--- src/rtl/updn_counter_pkg.sv ---
// Package: shared direction encoding for the up/down counter.
// Assumes: nothing; pure type definitions.
package updn_counter_pkg;
    typedef enum logic [1:0] {
        DIR_HOLD  = 2'd0,
        DIR_UP    = 2'd1,
        DIR_DOWN  = 2'd2,
        DIR_CLEAR = 2'd3
    } dir_e;
endpackage

--- src/rtl/updn_dir_ctrl.sv ---
// Module: updn_dir_ctrl
// Resolves clear, increment and decrement into one direction code.
// Priority: clear > up > down > hold. Assumes inputs are synchronous.
module updn_dir_ctrl
    import updn_counter_pkg::*;
(
    input  logic clr,
    input  logic inc,
    input  logic dec,
    output dir_e dir
);
    // Purpose: priority encode the three controls.
    always_comb begin
        if (clr)      dir = DIR_CLEAR;
        else if (inc) dir = DIR_UP;
        else if (dec) dir = DIR_DOWN;
        else          dir = DIR_HOLD;
    end
endmodule

--- src/rtl/updn_toggle_chain.sv ---
// Module: updn_toggle_chain
// Computes per-bit toggle enables: bit i toggles going up when all lower
// bits are 1, going down when all lower bits are 0. Also gives the
// all-ones / all-zeros detect of the whole word for terminal counts.
// Assumes W >= 1.
module updn_toggle_chain #(
    parameter int W = 8
) (
    input  logic [W-1:0] q,
    input  logic         up_en,
    input  logic         dn_en,
    output logic [W-1:0] tgl,
    output logic         all_ones,
    output logic         all_zeros
);
    logic [W:0] ones_below;
    logic [W:0] zeros_below;

    assign ones_below[0]  = 1'b1;
    assign zeros_below[0] = 1'b1;

    for (genvar i = 0; i < W; i++) begin : g_stage
        // Purpose: extend the lower-bit AND chains and form the toggle enable.
        assign ones_below[i+1]  = ones_below[i]  &  q[i];
        assign zeros_below[i+1] = zeros_below[i] & ~q[i];
        assign tgl[i] = (up_en & ones_below[i]) | (dn_en & zeros_below[i]);
    end

    assign all_ones  = ones_below[W];
    assign all_zeros = zeros_below[W];
endmodule

--- src/rtl/updn_counter.sv ---
// Module: updn_counter (top)
// W-bit synchronous binary up/down counter built from toggle stages,
// with separate up/down requests (up wins), synchronous clear and
// per-direction terminal-count flags. Synchronous active-low reset.
module updn_counter
    import updn_counter_pkg::*;
#(
    parameter int W = 8
) (
    input  logic         clk,
    input  logic         rst_n,
    input  logic         clr,
    input  logic         inc,
    input  logic         dec,
    output logic [W-1:0] count,
    output logic         tc_up,
    output logic         tc_dn
);
    localparam logic [W-1:0] ALL_ONES = {W{1'b1}};

    dir_e         dir;
    logic [W-1:0] q;
    logic [W-1:0] tgl;
    logic         up_en;
    logic         dn_en;
    logic         q_ones;
    logic         q_zeros;

    updn_dir_ctrl u_ctrl (
        .clr (clr),
        .inc (inc),
        .dec (dec),
        .dir (dir)
    );

    assign up_en = (dir == DIR_UP);
    assign dn_en = (dir == DIR_DOWN);

    updn_toggle_chain #(.W(W)) u_chain (
        .q         (q),
        .up_en     (up_en),
        .dn_en     (dn_en),
        .tgl       (tgl),
        .all_ones  (q_ones),
        .all_zeros (q_zeros)
    );

    // Purpose: toggle-stage register with reset and clear.
    always_ff @(posedge clk) begin
        if (!rst_n)                q <= '0;
        else if (dir == DIR_CLEAR) q <= '0;
        else                       q <= q ^ tgl;
    end

    assign count = q;
    assign tc_up = up_en & q_ones;
    assign tc_dn = dn_en & q_zeros;

    // Assertions guarding the register and flags.
    assert_reset_zero_R1: assert property (@(posedge clk)
        !rst_n |=> (count == '0));
    assert_clear_zero_R2: assert property (@(posedge clk) disable iff (!rst_n)
        clr |=> (count == '0));
    assert_up_step_R3: assert property (@(posedge clk) disable iff (!rst_n)
        (inc && !clr) |=> (count == $past(count) + 1'b1));
    assert_down_step_R4: assert property (@(posedge clk) disable iff (!rst_n)
        (dec && !inc && !clr) |=> (count == $past(count) - 1'b1));
    assert_hold_R5: assert property (@(posedge clk) disable iff (!rst_n)
        (!inc && !dec && !clr) |=> $stable(count));
    assert_wrap_up_R6: assert property (@(posedge clk) disable iff (!rst_n)
        tc_up |=> (count == '0));
    assert_wrap_dn_R6: assert property (@(posedge clk) disable iff (!rst_n)
        tc_dn |=> (count == ALL_ONES));
    assert_flags_excl_R7: assert property (@(posedge clk) disable iff (!rst_n)
        !(tc_up && tc_dn));
    assert_dnflag_R8: assert property (@(posedge clk) disable iff (!rst_n)
        tc_dn |-> (count == '0 && !inc));
endmodule

--- config.mk ---
export PLATFORM = sky130hd
export DESIGN_NAME = updn_counter
export DESIGN_NICKNAME = d
export VERILOG_FILES = /design/src/rtl/updn_counter_pkg.sv /design/src/rtl/updn_dir_ctrl.sv /design/src/rtl/updn_toggle_chain.sv /design/src/rtl/updn_counter.sv
export SDC_FILE = /design/constraint.sdc
export NUM_CORES = 1
export LEC_CHECK = 0
export ABC_CLOCK_PERIOD_IN_PS = 4700
export CAP_MARGIN = 20
export CORE_AREA = 8 8 45 47
export CTS_CLUSTER_SIZE = 12
export DETAILED_ROUTE_END_ITERATION = 12
export DIE_AREA = 0 0 53 55
export PLACE_DENSITY = 0.61
export SYNTH_ARGS = -nofsm -noshare
export SYNTH_HDL_FRONTEND = slang
export SYNTH_SLANG_ARGS = --single-unit
--- constraint.sdc ---
create_clock -name clk -period 4.7 [get_ports clk]
set_input_delay 0.705 -clock clk [delete_from_list [all_inputs] [get_ports clk]]
set_output_delay 0.705 -clock clk [all_outputs]
set_load 0.01 [all_outputs]
==> run summary <==
The residual antenna-violating net count after detailed routing is 0. The shortest period the worst path allows came out at 3.549 ns. The maximum level of the CTS H-tree is 1.

The setup TNS came out at 0 ns. The transition time at the pin with the least slew margin is around 0.30 ns. Of the available clock period, the critical path in the final layout requires 75.51%. The number of cell rows is 14. The synthesized-area fraction occupied by ao, oa, aoi and oai cells came out at between 9 and 10%. The total overflow left after global routing is 0. The post-route worst setup slack came out at 1.151 ns. The post-detailed-routing wire length is just over 1 mm. The initial antenna violation count is 0. The number of fillers in the final layout came out at 154. The total number of yosys warnings came out at 0. Across the run, the number of max-cap violations was 0. The clock sink count is 8. The post-cts gate resize count came out at 0. The tightest slew margin relative to the limit is about four fifths. The global routing usage summed across all routing layers came out at 7.490%.

Counting flops and latches in the post-synthesis netlist gives 8. Setup violations remaining at the end of the flow were counted as 0. The synthesized-area fraction occupied by xor and xnor cells came out at under 10%. Setup repair after global routing left no endpoint under its margin.

The top-level I/O count is 15. The worst reg2reg path depth came out at 4. The flow ran to the end, and the final reports show no timing, DRC or antenna violations. The clock insertion delay at the later pin of the skew report came out at 0.25 ns. The antenna diode count came out at 0. The worst path required time came out at approximately 4 ns. The maximum count of clock buffers along a single path is 2.

The clock tree skew after final layout came out at slightly below 0.0002 ns. The post-synthesis instance area came out at approximately 440 um^2. The count of final max-slew check failures came out at 0. The simple-gate portion of the synthesized area is approximately 40%. The number of failing hold endpoints at the final stage came out at 0. In this run, post-CTS hold repair placed 0 buffers.

The net count of the finished layout came out at 77. The share of final-layout standard cells stronger than drive strength 1 came out at between 10% and 20%. The number of setup buffers added after CTS is 0. The area of the core came out at around 1400 um^2. Timing analysis after detailed placement gives a worst setup slack of between 1 and 1.5 ns. Sequential elements use between 30% and 40% of the synthesized area. The via-per-instance ratio is 4.919. For this design the static power due to leakage is 0.0002155 uW. Before antenna repair, the detailed router went through 2 iterations. The via count is 423. In this run the clock root is driven by a sky130_fd_sc_hd__clkbuf_4.

The area growth from synthesis to layout is 40.46%. The adder and majority cell fraction of the synthesized area is 0%. The proportion of synthesized area in mux cells came out at approximately 2.3%. The critical path launch point type is an input pin.

The worst hold path stage count came out at 2. The vertical die dimension came out at around 55 um. The starting utilization of the core area came out at a little under a third. The first global-routing pass estimated 1.649 mm of wire.

For the worst setup path, the data arrival time is ~2.8 ns. The average detailed-routed wire length per instance is 11.87 um. After synthesis, the largest family of logic cells by area is simple AND/OR/NAND/NOR gates. The full die area came out at 2915 um^2. The post-detailed-placement half-perimeter wirelength came out at 782.9 um. The largest net degree at the start of global routing came out at 8. The mean area per synthesized cell came out at between 8 and 9 um^2. The critical path is of the in2out type. The register with the most flip-flops in the layout has 8 of them. The die span in x came out at 53 um. The kind of end point of the critical path is an output port. The TritonCTS clock tree is yes.

In this run the worst hold path is classified as reg2reg. The peak supply drop came out at around 100 uV. After detailed routing, the number of remaining DRC violations is 0.

Synthesis instantiated 26 different standard cells from the library. The power density over the cells is around 250 nW/um^2. The via count of the first global-routing pass is around 410.

The number of buffers added on ports is 14. The number of clock buffers inserted by TritonCTS is 3. Static timing analysis puts the maximum clock frequency at roughly 280 MHz. The clock transition at the registers of the reported paths is ~0.050 ns. In the synthesized netlist, the number of instances is between 50 and 60. The post-synthesis net count came out at 59. Along the worst path, the maximum fanout reaches 4. The detailed router finished its first iteration with 3 violations. Routability-driven placement finished with a final weighted congestion of 0.7015.
## cells in the final DEF, fill, tap and decap left out, drive strengths merged, types with 3 or more instances in the layout
cell           instances
clkdlybuf4s50         14
nor2                   9
nor3                   4
dfxtp                  8
o21ai                  4
nand2                  3
clkbuf                 3
## worst max-delay path, cell delays in order
cell	delay, ns
sky130_fd_sc_hd__clkdlybuf4s50_1	0.44
sky130_fd_sc_hd__or4_2	0.70
sky130_fd_sc_hd__nor2_1	0.16
sky130_fd_sc_hd__nor4b_1	0.25
sky130_fd_sc_hd__clkdlybuf4s50_1	0.59
## metrics by stage
step / total power, uW / hold slack [ns] / cells / utilization, % / area [um^2]
4_1_cts: 154.6 / 0.5159 / 86 / 44.57 / 616.8
6_report: 151.6 / 0.5137 / 86 / 44.57 / 616.8
5_1_grt: 162.0 / 0.5568 / 86 / 44.57 / 616.8
3_3_place_gp: 101.6 / 0.4990 / 83 / 42.95 / 594.3
3_5_place_dp: 101.7 / 0.5088 / 83 / 42.95 / 594.3
2_1_floorplan: 89.78 / 0.5104 / 54 / - / 439.2
## final timing paths
path                            slack, ns                start                   to
worst min register to register       0.51  count[7]$_SDFF_PP0_  count[7]$_SDFF_PP0_
worst min-delay path                 0.51  count[7]$_SDFF_PP0_  count[7]$_SDFF_PP0_
worst max register to register       3.08  count[0]$_SDFF_PP0_  count[3]$_SDFF_PP0_
worst max-delay path                 1.15                  clr                tc_dn
## logic make-up (layout without fill, tap and decap cells)
group / after synthesis / in the layout
and+or+nand+nor: 30 / 30
DFF: 8 / 8
xor gates and xnor gates: 4 / 4
buffers and inverters: 3 / 19
muxes: 1 / 1
AOI/OAI and AO/OA: 8 / 8
## synth_stat cells
cell type,number,area (um^2)
sky130_fd_sc_hd__or3_1,1,6.260
sky130_fd_sc_hd__mux2i_1,1,10.01
sky130_fd_sc_hd__buf_2,1,5.000
sky130_fd_sc_hd__or4_2,1,8.760
sky130_fd_sc_hd__o21ai_0,4,20.02
sky130_fd_sc_hd__xor2_1,2,17.52
sky130_fd_sc_hd__nand2_1,3,11.26
sky130_fd_sc_hd__inv_1,2,7.510
sky130_fd_sc_hd__nor4_2,1,12.51
sky130_fd_sc_hd__nand2b_1,1,6.260
sky130_fd_sc_hd__a31oi_1,1,6.260
sky130_fd_sc_hd__and4_1,1,8.760
sky130_fd_sc_hd__or4b_1,1,10.01
sky130_fd_sc_hd__nor3b_1,2,15.01
sky130_fd_sc_hd__nor2_1,9,33.78
sky130_fd_sc_hd__or2b_2,1,8.760
sky130_fd_sc_hd__dfxtp_1,8,160.2
sky130_fd_sc_hd__nand3b_1,1,7.510
sky130_fd_sc_hd__and2b_2,1,8.760
sky130_fd_sc_hd__nand4_1,1,6.260
sky130_fd_sc_hd__nor3_1,4,20.02
sky130_fd_sc_hd__o31ai_1,1,7.510
sky130_fd_sc_hd__nor4b_1,1,8.760
sky130_fd_sc_hd__a21oi_1,2,10.01
sky130_fd_sc_hd__xnor2_1,2,17.52
sky130_fd_sc_hd__nand3_1,1,5.000
## report_power, final
part	internal, uW	switching [uW]	total, uW
logic	14.7	11.2	25.9
registers	70.5	4.00	74.5
clock network	29.1	22.0	51.2
## routing by layer
metal	track usage, %	vias to the layer above	wire length (um)
met3	2.406	0	74
li1	-	225	-
met5	0	-	0
met2	12.89	9	435
met1	8.067	189	510
met4	3.879	0	0
## cell type report
| type | instances | area (um^2) | share of cell area, % |
|---|---|---|---|
| clock buffers | 3 | 22.52 | 3.651 |
| inverters | 2 | 7.507 | 1.217 |
| multi-input cells | 43 | 266.5 | 43.20 |
| flip-flops and latches | 8 | 160.2 | 25.96 |
| well taps | 16 | 20.02 | 3.245 |
| repair buffers | 14 | 140.1 | 22.72 |
Power figures use the tool's default switching activity.
